**src/rtl/acc_pkg.sv**
```systemverilog
package acc_pkg;
  localparam int DW = 8;

  localparam int FB_C  = 0;
  localparam int FB_N  = 1;
  localparam int FB_PV = 2;
  localparam int FB_X3 = 3;
  localparam int FB_H  = 4;
  localparam int FB_X5 = 5;
  localparam int FB_Z  = 6;
  localparam int FB_S  = 7;

  localparam logic [DW-1:0] KEEP_SZP = (DW'(1) << FB_S) | (DW'(1) << FB_Z) | (DW'(1) << FB_PV);
  localparam logic [DW-1:0] COPY_35  = (DW'(1) << FB_X5) | (DW'(1) << FB_X3);

  typedef enum logic [3:0] {
    OP_DADJ = 4'd0,
    OP_RLC  = 4'd1,
    OP_RRC  = 4'd2,
    OP_RL   = 4'd3,
    OP_RR   = 4'd4,
    OP_CPL  = 4'd5,
    OP_NEG  = 4'd6,
    OP_SCF  = 4'd7,
    OP_CCF  = 4'd8
  } acc_op_e;
endpackage

```
**src/rtl/acc_addsub.sv**
```systemverilog
module acc_addsub #(
  parameter int W = 8
) (
  input  logic [W-1:0] x,
  input  logic [W-1:0] y,
  input  logic         sub,
  output logic [W-1:0] r,
  output logic         c_out,
  output logic         h_out,
  output logic         v_out
);
  localparam int NIB = W / 2;

  logic [W-1:0] y_eff;
  logic [W:0]   full;
  logic [NIB:0] half;

  always_comb begin
    y_eff = sub ? ~y : y;
    full  = {1'b0, x} + {1'b0, y_eff} + {{W{1'b0}}, sub};
    half  = {1'b0, x[NIB-1:0]} + {1'b0, y_eff[NIB-1:0]} + {{NIB{1'b0}}, sub};
    r     = full[W-1:0];
    c_out = full[W] ^ sub;
    h_out = half[NIB] ^ sub;
    v_out = (x[W-1] == y_eff[W-1]) && (r[W-1] != x[W-1]);
  end
endmodule

```
**src/rtl/acc_decadj.sv**
```systemverilog
module acc_decadj
  import acc_pkg::*;
(
  input  logic [DW-1:0] a,
  input  logic [DW-1:0] f,
  output logic [DW-1:0] a_new,
  output logic [DW-1:0] f_new
);
  logic [DW-1:0] corr;
  logic          hi_big;
  logic          c_unused;
  logic          v_unused;
  logic          h_step;
  logic [DW-1:0] res;

  always_comb begin
    hi_big = (a > 8'h99);
    corr   = '0;
    if (f[FB_H] || (a[3:0] > 4'd9)) corr[3:0] = 4'h6;
    if (f[FB_C] || hi_big)          corr[7:4] = 4'h6;
  end

  acc_addsub #(.W(DW)) u_adj (
    .x(a), .y(corr), .sub(f[FB_N]),
    .r(res), .c_out(c_unused), .h_out(h_step), .v_out(v_unused)
  );

  always_comb begin
    a_new        = res;
    f_new        = '0;
    f_new[FB_S]  = res[DW-1];
    f_new[FB_Z]  = (res == '0);
    f_new[FB_X5] = res[5];
    f_new[FB_X3] = res[3];
    f_new[FB_H]  = h_step;
    f_new[FB_PV] = ~^res;
    f_new[FB_N]  = f[FB_N];
    f_new[FB_C]  = f[FB_C] | hi_big;
  end
endmodule

```
**src/rtl/acc_rotate.sv**
```systemverilog
module acc_rotate
  import acc_pkg::*;
(
  input  logic [DW-1:0] a,
  input  logic          cin,
  input  logic          right,
  input  logic          thru,
  output logic [DW-1:0] r,
  output logic          cout
);
  logic fill;

  always_comb begin
    if (thru)       fill = cin;
    else if (right) fill = a[0];
    else            fill = a[DW-1];
    if (right) begin
      r    = {fill, a[DW-1:1]};
      cout = a[0];
    end else begin
      r    = {a[DW-2:0], fill};
      cout = a[DW-1];
    end
  end
endmodule

```
**src/rtl/acc_unit.sv**
```systemverilog
module acc_unit
  import acc_pkg::*;
(
  input  logic          clk,
  input  logic          rst,
  input  logic          en,
  input  logic [3:0]    op_sel,
  input  logic [DW-1:0] a_in,
  input  logic [DW-1:0] f_in,
  output logic [DW-1:0] a_out,
  output logic [DW-1:0] f_out
);
  logic [DW-1:0] da_a, da_f;
  logic [DW-1:0] rot_a;
  logic          rot_c;
  logic [DW-1:0] neg_r;
  logic          neg_c, neg_h, neg_v;
  logic          is_right, is_thru;
  logic [DW-1:0] a_nx, f_nx;

  assign is_right = (op_sel == OP_RRC) || (op_sel == OP_RR);
  assign is_thru  = (op_sel == OP_RL)  || (op_sel == OP_RR);

  acc_decadj u_dadj (.a(a_in), .f(f_in), .a_new(da_a), .f_new(da_f));

  acc_rotate u_rot (
    .a(a_in), .cin(f_in[FB_C]), .right(is_right), .thru(is_thru),
    .r(rot_a), .cout(rot_c)
  );

  acc_addsub #(.W(DW)) u_neg (
    .x('0), .y(a_in), .sub(1'b1),
    .r(neg_r), .c_out(neg_c), .h_out(neg_h), .v_out(neg_v)
  );

  always_comb begin
    a_nx = a_in;
    f_nx = f_in;
    case (op_sel)
      OP_DADJ: begin
        a_nx = da_a;
        f_nx = da_f;
      end
      OP_RLC, OP_RRC, OP_RL, OP_RR: begin
        a_nx        = rot_a;
        f_nx        = (f_in & KEEP_SZP) | (rot_a & COPY_35);
        f_nx[FB_C]  = rot_c;
      end
      OP_CPL: begin
        a_nx        = ~a_in;
        f_nx        = (f_in & (KEEP_SZP | DW'(1))) | (~a_in & COPY_35);
        f_nx[FB_H]  = 1'b1;
        f_nx[FB_N]  = 1'b1;
      end
      OP_NEG: begin
        a_nx         = neg_r;
        f_nx         = '0;
        f_nx[FB_S]   = neg_r[DW-1];
        f_nx[FB_Z]   = (neg_r == '0);
        f_nx[FB_X5]  = neg_r[5];
        f_nx[FB_X3]  = neg_r[3];
        f_nx[FB_H]   = neg_h;
        f_nx[FB_PV]  = neg_v;
        f_nx[FB_N]   = 1'b1;
        f_nx[FB_C]   = neg_c;
      end
      OP_SCF: begin
        f_nx        = (f_in & KEEP_SZP) | (a_in & COPY_35);
        f_nx[FB_C]  = 1'b1;
      end
      OP_CCF: begin
        f_nx        = (f_in & KEEP_SZP) | (a_in & COPY_35);
        f_nx[FB_H]  = f_in[FB_C];
        f_nx[FB_C]  = ~f_in[FB_C];
      end
      default: begin
        a_nx = a_in;
        f_nx = f_in;
      end
    endcase
  end

  always_ff @(posedge clk) begin
    if (rst) begin
      a_out <= '0;
      f_out <= '0;
    end else if (en) begin
      a_out <= a_nx;
      f_out <= f_nx;
    end
  end

  AST_HOLD_WHEN_IDLE: assert property (@(posedge clk) disable iff (rst)
    (!en) |=> ($stable(a_out) && $stable(f_out)));
  AST_DADJ_CARRY: assert property (@(posedge clk) disable iff (rst)
    (en && op_sel == OP_DADJ) |=> (f_out[FB_C] == ($past(f_in[FB_C]) || ($past(a_in) > 8'h99))));
  AST_ROT_KEEP_SZP: assert property (@(posedge clk) disable iff (rst)
    (en && op_sel >= OP_RLC && op_sel <= OP_RR) |=> ((f_out & KEEP_SZP) == ($past(f_in) & KEEP_SZP) && !f_out[FB_H] && !f_out[FB_N]));
  AST_NEG_SETS_N: assert property (@(posedge clk) disable iff (rst)
    (en && op_sel == OP_NEG) |=> (f_out[FB_N] && (a_out + $past(a_in) == 8'h00)));
  AST_SCF_FLAGS: assert property (@(posedge clk) disable iff (rst)
    (en && op_sel == OP_SCF) |=> (f_out[FB_C] && !f_out[FB_H] && !f_out[FB_N]));
  AST_CCF_SWAP: assert property (@(posedge clk) disable iff (rst)
    (en && op_sel == OP_CCF) |=> (f_out[FB_C] == !$past(f_in[FB_C]) && f_out[FB_H] == $past(f_in[FB_C])));
endmodule

```
**config.mk**
```make
export PLATFORM = sky130hd
export DESIGN_NAME = acc_unit
export DESIGN_NICKNAME = d
export VERILOG_FILES = /design/src/rtl/acc_pkg.sv /design/src/rtl/acc_addsub.sv /design/src/rtl/acc_decadj.sv /design/src/rtl/acc_rotate.sv /design/src/rtl/acc_unit.sv
export SDC_FILE = /design/constraint.sdc
export NUM_CORES = 1
export LEC_CHECK = 0
export ABC_AREA = 1
export BUFFER_PORTS_ARGS = -buffer_cell sky130_fd_sc_hd__clkbuf_2
export CAP_MARGIN = 0
export CORE_UTILIZATION = 40
export DETAILED_ROUTE_END_ITERATION = 6
export PLACE_DENSITY = 0.63
export SYNTH_ARGS = -nofsm -noshare
export SYNTH_HDL_FRONTEND = slang
export SYNTH_SLANG_ARGS = --single-unit
```
**constraint.sdc**
```tcl
create_clock -name clk -period 4.2 [get_ports clk]
set_input_delay 0.84 -clock clk [delete_from_list [all_inputs] [get_ports clk]]
set_output_delay 0.84 -clock clk [all_outputs]
set_load 0.03 [all_outputs]
```
* Word-level counts from Yosys, hierarchy flattened
Cells that the tools add are included.
** Storage, ports and cells
- Register bits after elaboration :: 16
- Latch bits :: 0
- Bits in writable memories :: 0
- ROM bits :: 0
- Bits of input ports :: 23
- Word-level logic and storage cells :: 47
- Memories kept :: 0
** Operators by class
- $add $sub $neg :: 6
- Multipliers :: 0
- Div/mod/pow operators :: 0
- $lt $le $gt $ge :: 2
- Eq/ne operators :: 8
- Shifts and indexed selects :: 0
- Muxes and demuxes :: 8
- Bitwise gates (word level) :: 11
- Reduce and logical (&&, ||, !) cells :: 10
** Operator list (count)
- 8-bit one-hot mux with 6 select lines :: 1
- 8-bit one-hot mux with 4 select lines :: 1
- 8-bit by 6-bit OR with 8-bit output :: 3
- 4-bit by 3-bit == test with 1-bit output (second input constant) :: 4
- 8-bit logical NOT :: 2
- 8-bit two-way mux :: 2
- 8-bit by 1-bit adder with 9-bit output (second input constant) :: 1
- 8-bit by 1-bit adder with 8-bit output :: 1
- 8-bit adder :: 1
- 4-bit by 2-bit == test with 1-bit output (second input constant) :: 2
- 8-bit greater-than comparator (second input constant) :: 1
- 7-bit inverter with 8-bit output :: 1
- 8-bit inverter :: 1
- 8-bit XNOR reduction :: 1
- 3-bit two-way mux :: 2
- 4-bit by 1-bit adder with 5-bit output (second input constant) :: 1
- 4-bit by 4-bit adder with 5-bit output :: 1
- 5-bit by 1-bit adder with 5-bit output :: 1
- 4-bit by 1-bit == test with 1-bit output (second input constant) :: 1
- 4-bit == test (second input constant) :: 1
- 4-bit greater-than comparator (second input constant) :: 1
- 4-bit logical NOT :: 1
- 1-bit logical OR :: 4
- 1-bit inverter :: 4
- other kinds (5) :: 6

* Longest topological paths before layout
Gate-level depths: netlist of run 1.
- Depth after elaboration :: 9
- Mapped depth :: 20

* Cells and area by module
From an unflattened synthesis of run 1, not the netlist that was laid out.
** Second synthesis, totals
- Cells, all modules :: 463
- Area, all modules :: 2738.9 um2
** By module, submodules not included
- acc_unit :: instances 1, cells each 234, area each 1315.0 um2, seq. area each 320.3 um2
- acc_addsub :: instances 2, cells each 77, area each 508.0 um2, seq. area each 0.0 um2
- acc_decadj :: instances 1, cells each 44, area each 257.7 um2, seq. area each 0.0 um2
- acc_rotate :: instances 1, cells each 31, area each 150.1 um2, seq. area each 0.0 um2

* Worst setup path before layout of run 1
Ideal clock, no wire load.
- Path type :: input -> register
- From :: input a_in[0]
- To :: register f_out[2]
- Library setup time :: 74 ps
- Arrival :: 3311 ps
- Required time :: 4126 ps
- Slack :: 814 ps
- Stages :: 18
- Cells stage by stage :: inv_1 ha_1 nand2_1 nand3_1 o21ai_0 nand2_1 nand2_1 xor2_1 ha_1 nand2_1 or2_2 nand4_1 nand2_1 ha_1 xor2_1 a21oi_1 o21ai_0 a31oi_1
** Between the ends
- Cells in the longest elaborated chain, start to end :: 9
** RTL lines
- from (decl) :: RTL line acc_unit.sv:8 : input logic [DW-1:0] a_in,
- 8-bit greater-than comparator / 4-bit greater-than comparator (equally long branches) :: RTL line acc_decadj.sv:17, acc_decadj.sv:19
- 1-bit logical OR, on equally long branches :: RTL line acc_decadj.sv:20, acc_decadj.sv:19
- 3-bit two-way mux, on equally long branches :: RTL line acc_decadj.sv:20, acc_decadj.sv:19
- 7-bit inverter with 8-bit output :: RTL line acc_addsub.sv:19 : y_eff = sub ? ~y : y;
- 8-bit two-way mux :: RTL line acc_addsub.sv:19
- 8-bit adder :: RTL line acc_addsub.sv:20 : full = {1'b0, x} + {1'b0, y_eff} + {{W{1'b0}}, sub};
- 8-bit by 1-bit adder with 8-bit output :: RTL line acc_addsub.sv:20
- 8-bit XNOR reduction :: RTL line acc_decadj.sv:36 : f_new[FB_PV] = ~^res;
- 8-bit one-hot mux with 6 select lines (*) :: RTL line acc_unit.sv:39 : case (op_sel)
- to (signal assigned) :: RTL line acc_unit.sv:89 : f_out <= f_nx;
- to (decl) :: RTL line acc_unit.sv:11 : output logic [DW-1:0] f_out
Mark *: on every way between the ends. The rest lies on a longest branch, timed or not.
A chain may end at the register's enable or synchronous reset.

* Worst setup path after layout of run 1
Same ends and word-level chain as after synthesis.

==> metrics, run 1 <==
Root Buffer clkbuf_8; CTS H-tree depth 1; Mapped Nets ~370; Setup Skew 0 ps; Post-DRT Antenna Nets 0; first-pass GRT wire length around 9.4 mm; post-CTS setup buffer count 0; max_cap viols 0; wirelength, routed a little under 6 mm; CTS tree built; grt met1 use a little under a third; gp weighted congestion between 0.9 and 1; io pins 39; VDD IR max about 0.16 mV; Sink Count 16; worst reg2reg startpoint f_out[1]; CTS buffer count 3; Synth Flop Type dfxtp_1; fin crit period between 3000 and 4000 ps; Post-CTS Resized 0; DIE HEIGHT about 70 µm; post-synthesis sequential area ratio about 17%; Slew @ Worst Pin 509 ps; starting density of the core 42.9%; Horiz. Die Dim 71.5 µm; vias per cell roughly 5.4; top-count cell post-synth nand2_1; R2R setup slack approximately 3500 ps; top cells by count, synth nand2_1, nor2_1, nand3_1; Critical Path AT 3810 ps; placed instance count a little over 400; clock-pin slew on the worst setup and hold paths roughly 60 ps; final cell count without fillers slightly above 400; hold path endpoint a_out[2]; Post-route DRC 0; via count 2248; final core occ 49.2%; Layout fillers a little under 500; global route hottest layer met2; WP data required 4380 ps; Post-synth EDFFs 0; Cell Area, Synth slightly below 2000 µm²; largest net degree at the start of global routing 20; status finished clean; routed length per placed instance about 14 µm; std cell rows 24; I/O Buffers 38; Slew headroom 65.8%; RR Endpoint f_out[1]; Min-Delay Path Depth 2; Post-Syn Instances between 300 and 400; Layout Nets about 400; CORE AREA around 4500 µm²; fin. max-slew vios 0; top cell type by total area after synthesis nand2_1; vias in the first global route 2061; worst-skew pair later-pin latency 250 ps; top cell type's share of synthesized area between 10% and 20%; drt pass-1 iters 5; length in cells of the worst reg-to-reg path 2; synthesized area per cell 5.93 µm²; Final HPWL DP ~4.8 mm; WHS about 460 ps; Setup Crit Path Kind primary input to register; PwrDens between 200 and 300 nW/µm²; die area between 5000 and 6000 µm²; layout cells sized above 1 17.6%; unrepaired setup endpoints after global routing false; Synth async-reset ratio 0%; GR Util met3 around 3.7%; Hold Buf Count CTS 0; top cells by area, synth nand2_1, dfxtp_1, ha_1, nand3_1, a21oi_1; CP Capture Type register; setup violators final 0; nature of the critical path startpoint primary input; worst hold-check path type register to register; initial antenna violation count 0; setup TNS 0 ps; DR iter-0 viols 208; P_leak ~0.0011 µW; area grow syn2layout 14.6%; hold path startpoint a_out[2]; Clock Path Buffers 2; Hold Vio Cnt, Final 0; fin crit share 86.5%; CP Max Fanout 9; post-synthesis cell type count 34; #FFs+latches synth 16; # diodes 0; warnings from Yosys 0; gr usage total a little under a quarter; GRT Residual Overflow 0; Max Freq roughly 280 MHz; GR Util met2 around two fifths
[worst max path at each step]
| stage | from | to | slack, ps | depth (start not counted) |
|---|---|---|---|---|
| floorplan | a_in[0] | f_out[2] | 810 | 18 |
| global placement | a_in[0] | f_out[2] | 400 | 19 |
| detailed placement | a_in[0] | f_out[2] | 340 | 19 |
| CTS | a_in[0] | f_out[2] | 600 | 19 |
| global route | a_in[0] | f_out[2] | 310 | 19 |
| finish | a_in[0] | f_out[2] | 570 | 19 |
[placed cells by master, fill, tap and decap left out, drive strengths merged]
cell type,count
a41oi,1
a21oi,30
xnor2,3
or2,3
nor3,1
a31oi,2
o2111ai,1
nand4,7
nand3b,4
a211oi,2
inv,36
clkbuf,42
clkinv,2
ha,17
nand2,92
a21o,1
o21ai,20
nand3,31
fa,1
nor3b,1
o22ai,2
dfxtp,16
xor2,6
o211ai,1
nor2,41
[critical path: stages]
cell and delay [ps]:
clkbuf_2 130, inv_1 160, ha_1 270, nand2_1 70
nand3_1 90, o21ai_0 200, nand2_1 70, nand2_1 90
xor2_1 100, ha_1 370, nand2_1 80, or2_2 300
nand4_1 90, nand2_1 80, ha_1 310, xor2_1 180
a21oi_1 120, o21ai_0 90, a31oi_1 160
[through the flow]
step                total power [µW]  worst slack, ps  area (µm²)
floorplan                        369              814        1930
CTS                              580              601        2210
detailed placement               444              344        2160
global placement                 441              400        2160
global route                     619              309        2210
finish                           577              568        2210
[report_power, final]
part           leakage [µW]  switching [µW]  internal (µW)  total [µW]
Combinational      0.000987             179           95.5         274
Clock             0.0000288            51.4           83.1         135
Sequential         0.000132            5.45            163         169
Total               0.00115             235            342         577
[cell families after synthesis]
kind of cell             Yosys count  share of synthesized area, %
AO/OA/AOI/OAI                     60                          17.7
XOR/XNOR                           9                          4.08
buffers and inverters             43                          8.81
AND/OR/NAND/NOR                  180                          40.7
flip-flops                        16                          16.6
adder cells (fa/ha/maj)           18                          12.0
[layer usage]
metal / up-vias / wire length (µm)
met5: - / 0
li1: 1153 / -
met1: 999 / 2650
met3: 6 / 372
met4: 0 / 76
met2: 90 / 2750
[registers in the layout, indices dropped and copies added (netlist names)]
name	flops
a_out	8
f_out	8
[cell type report]
type | instances | area, µm² | area share [%]
flip-flops and latches | 16 | 320 | 14.5
well taps | 52 | 65.1 | 2.94
inverters | 38 | 143 | 6.44
repair buffers | 38 | 190 | 8.59
multi-input cells | 267 | 1440 | 65.1
clock buffers | 4 | 55.1 | 2.49
Power figures use the tool's default switching activity.
==> inputs of run 2 (changes only) <==
==> constraint.sdc (replaced) <==
create_clock -name clk -period 3.35 [get_ports clk]
set_input_delay 0.67 -clock clk [delete_from_list [all_inputs] [get_ports clk]]
set_output_delay 0.67 -clock clk [all_outputs]
set_load 0.03 [all_outputs]
==> run 2 against run 1 <==
Compared with the run above:
- non-clock buffer count up 22
- total power increased by 34%
- final area is 10% higher
- register-to-register slack lost 840 ps
- flip-flop and latch count unchanged
- clock-buffer cell count is the same
- sequential share of layout area shrank 1.4 points
- first-iteration DRC count grew 10%
- utilization up 5.1 points
- via count grew 3.8%
- largest power group unchanged
- highest routed layer unchanged
==> metrics, run 2 (synthesis results as in run 1) <==
Root Buffer clkbuf_8 (unchanged); Design Power 776 µW (was 577 µW); sw frac 39.8% (was 40.8%); vias in the first global route 2115 (was 2061); # diodes 0 (unchanged); I/O Buffers 38 (unchanged); combinational share of power 51.2% (was 47.5%); most frequent cells in the layout nand2_1, clkbuf_2, nor2_1, nand3_1, a21oi_1 (unchanged); slowest stage delay, CP 310 ps (was 370 ps); CTS H-tree depth 1 (unchanged); crit-path most repeated cell nand2_1 (unchanged); Sink Count 16 (unchanged); CTS buffer count 3 (unchanged); largest net degree at the start of global routing 19 (was 20); CP top delay family simple AND/OR/NAND/NOR gates (was adder cells); max_cap viols 0 (unchanged); die area 5110 µm² (unchanged); CORE AREA 4500 µm² (unchanged); worst-skew pair later-pin latency 240 ps (was 250 ps); PwrDens 317 nW/µm² (was 261 nW/µm²); Clock Path Buffers 2 (unchanged); Worst path slowest cell or2_2 (was ha_1); Top Registers a_out (8), f_out (8) (unchanged); clock group share of total power 21.5% (was 23.3%); CP Buf/Inv Count 3 (was 2); initial antenna violation count 0 (unchanged); setup violators final 0 (unchanged); Setup Crit Path Kind primary input to register (unchanged); Int Power 468 µW (was 342 µW); via count 2333 (was 2248); worst path cell trace clkbuf_2, inv_2, ha_1, nand2_1, nand3_2, o21ai_2, nand2_1, nand2_2, xor2_2, buf_4, ha_4, nand2_1, or2_2, nand3_1, nand2_1, nand2_1, ha_1, xor2_1, a21oi_1, o21ai_1, a31oi_1 (was clkbuf_2, inv_1, ha_1, nand2_1, nand3_1, o21ai_0, nand2_1, nand2_1, xor2_1, ha_1, nand2_1, or2_2, nand4_1, nand2_1, ha_1, xor2_1, a21oi_1, o21ai_0, a31oi_1); CP Max Fanout 4 (was 9); std cell rows 24 (unchanged); GRT Residual Overflow 0 (unchanged); gr usage total 24.1% (was 23.5%); Slew @ Worst Pin 346 ps (was 509 ps); io pins 39 (unchanged); Slew headroom 76.9% (was 65.8%); CTS tree built (unchanged); DR iter-0 viols 229 (was 208); most common cell after layout, fill and taps aside nand2_1 (unchanged); final cell count without fillers 437 (was 415); drt pass-1 iters 4 (was 5); fin crit period approximately 3200 ps; Post-route DRC 0 (unchanged); VDD IR max 0.225 mV (was 0.164 mV); wirelength, routed 5.97 mm (was 5.85 mm); WHS 464 ps (was 463 ps); worst hold-check path type register to register (unchanged); clock-pin slew on the worst setup and hold paths 60 ps (about the same); Layout Nets 427 (was 405); gp weighted congestion 0.919 (was 0.986); layout cells sized above 1 26.0% (was 17.6%); area grow syn2layout 26.6% (was 14.6%); Max Freq ~310 MHz; Hold Vio Cnt, Final 0 (unchanged); status finished clean (unchanged); nature of the critical path startpoint primary input (unchanged); NetSw 309 µW (was 235 µW); setup TNS 0 ps (unchanged); WP data required 3530 ps (was 4380 ps); Setup Skew 0 ps (unchanged); starting density of the core 42.9% (unchanged); Post-DRT Antenna Nets 0 (unchanged); fin crit share 95.7%; P_leak 0.00126 µW (was 0.00115 µW); Horiz. Die Dim 71.5 µm (unchanged); Final HPWL DP 4.84 mm (was 4.77 mm); vias per cell 5.34 (was 5.42); placed instance count 429 (was 411); routed length per placed instance 13.7 µm (was 14.1 µm); first-pass GRT wire length 9.65 mm (was 9.43 mm); CP Capture Type register (unchanged); fin. max-slew vios 0 (unchanged); sequential power share 27.2% (was 29.2%); DIE HEIGHT 71.5 µm (unchanged); Critical Path AT 3380 ps (was 3810 ps)
[run 2: cell types whose count changed in the layout (fill, tap and decap cells not counted), moves of 2 or more]
cell and delta:
buf_4 +23, nand2_2 +3, inv_1 -2, xor2_1 -2
xor2_2 +2, ha_4 +2, o21ai_0 -2, nand2_1 -3
ha_1 -3, inv_2 +2
[run 2: worst paths after layout]
| path | startpoint | end | slack [ps] | cells after the start |
|---|---|---|---|---|
| setup / recovery | a_in[1] | f_out[2] | 140 | 21 |
| hold / removal | a_out[1] | a_out[1] | 460 | 2 |
| setup reg to reg | f_out[1] | f_out[1] | 2690 | 2 |
| hold reg to reg | a_out[1] | a_out[1] | 460 | 2 |
[run 2: layout make-up]
| class | instances | area, µm² |
|---|---|---|
| well taps | 52 | 65.1 |
| inverters | 38 | 143 |
| clock buffers | 4 | 55.1 |
| fillers | 469 | 2060 |
| repair buffers | 60 | 358 |
| multi-input cells | 267 | 1510 |
| flip-flops and latches | 16 | 320 |
[run 2: timing repair]
| action | 4_1_cts | 5_1_grt |
|---|---|---|
| resized for setup | 0 | 18 |
| hold buffers | 0 | 0 |
| endpoints found under the setup margin | 0 | 1 |
| buffers inserted | 0 | 4 |
| hold endpoints to repair | 0 | 0 |
[run 2: per-stage QoR]
stage / setup WS, ps / util, % / instance area, µm²
detailed placement: -132 / 50.9 / 2290
global route: -43.3 / 54.3 / 2450
global placement: -57.8 / 50.9 / 2290
finish: 144 / 54.3 / 2450
CTS: 134 / 52.2 / 2350
floorplan: 134 / - / 1930
[run 2: metal layers]
| metal | GRT usage [%] | vias up | wire [µm] | part of all wire (%) |
|---|---|---|---|---|
| li1 | - | 1209 | - | - |
| met1 | 32.5 | 1022 | 2740 | 46 |
| met2 | 39.9 | 90 | 2730 | 46 |
| met3 | 3.52 | 12 | 352 | 5.9 |
| met4 | 7.63 | 0 | 146 | 2.4 |
| met5 | 0 | - | 0 | 0 |
[run 2: power groups by stage]
stage / sequential, µW / clock, µW / combinational (µW)
after floorplan: 244 / 0 / 219
after global routing: 213 / 179 / 445
after global placement: 215 / 0 / 364
after CTS: 211 / 174 / 370
final: 211 / 167 / 398
after detailed placement: 216 / 0 / 369
[run 2: worst register-to-register path, cell delays in order, from the launching register on]
cell     delay, ps
dfxtp_1        340
o21ai_0         80
a41oi_1        170
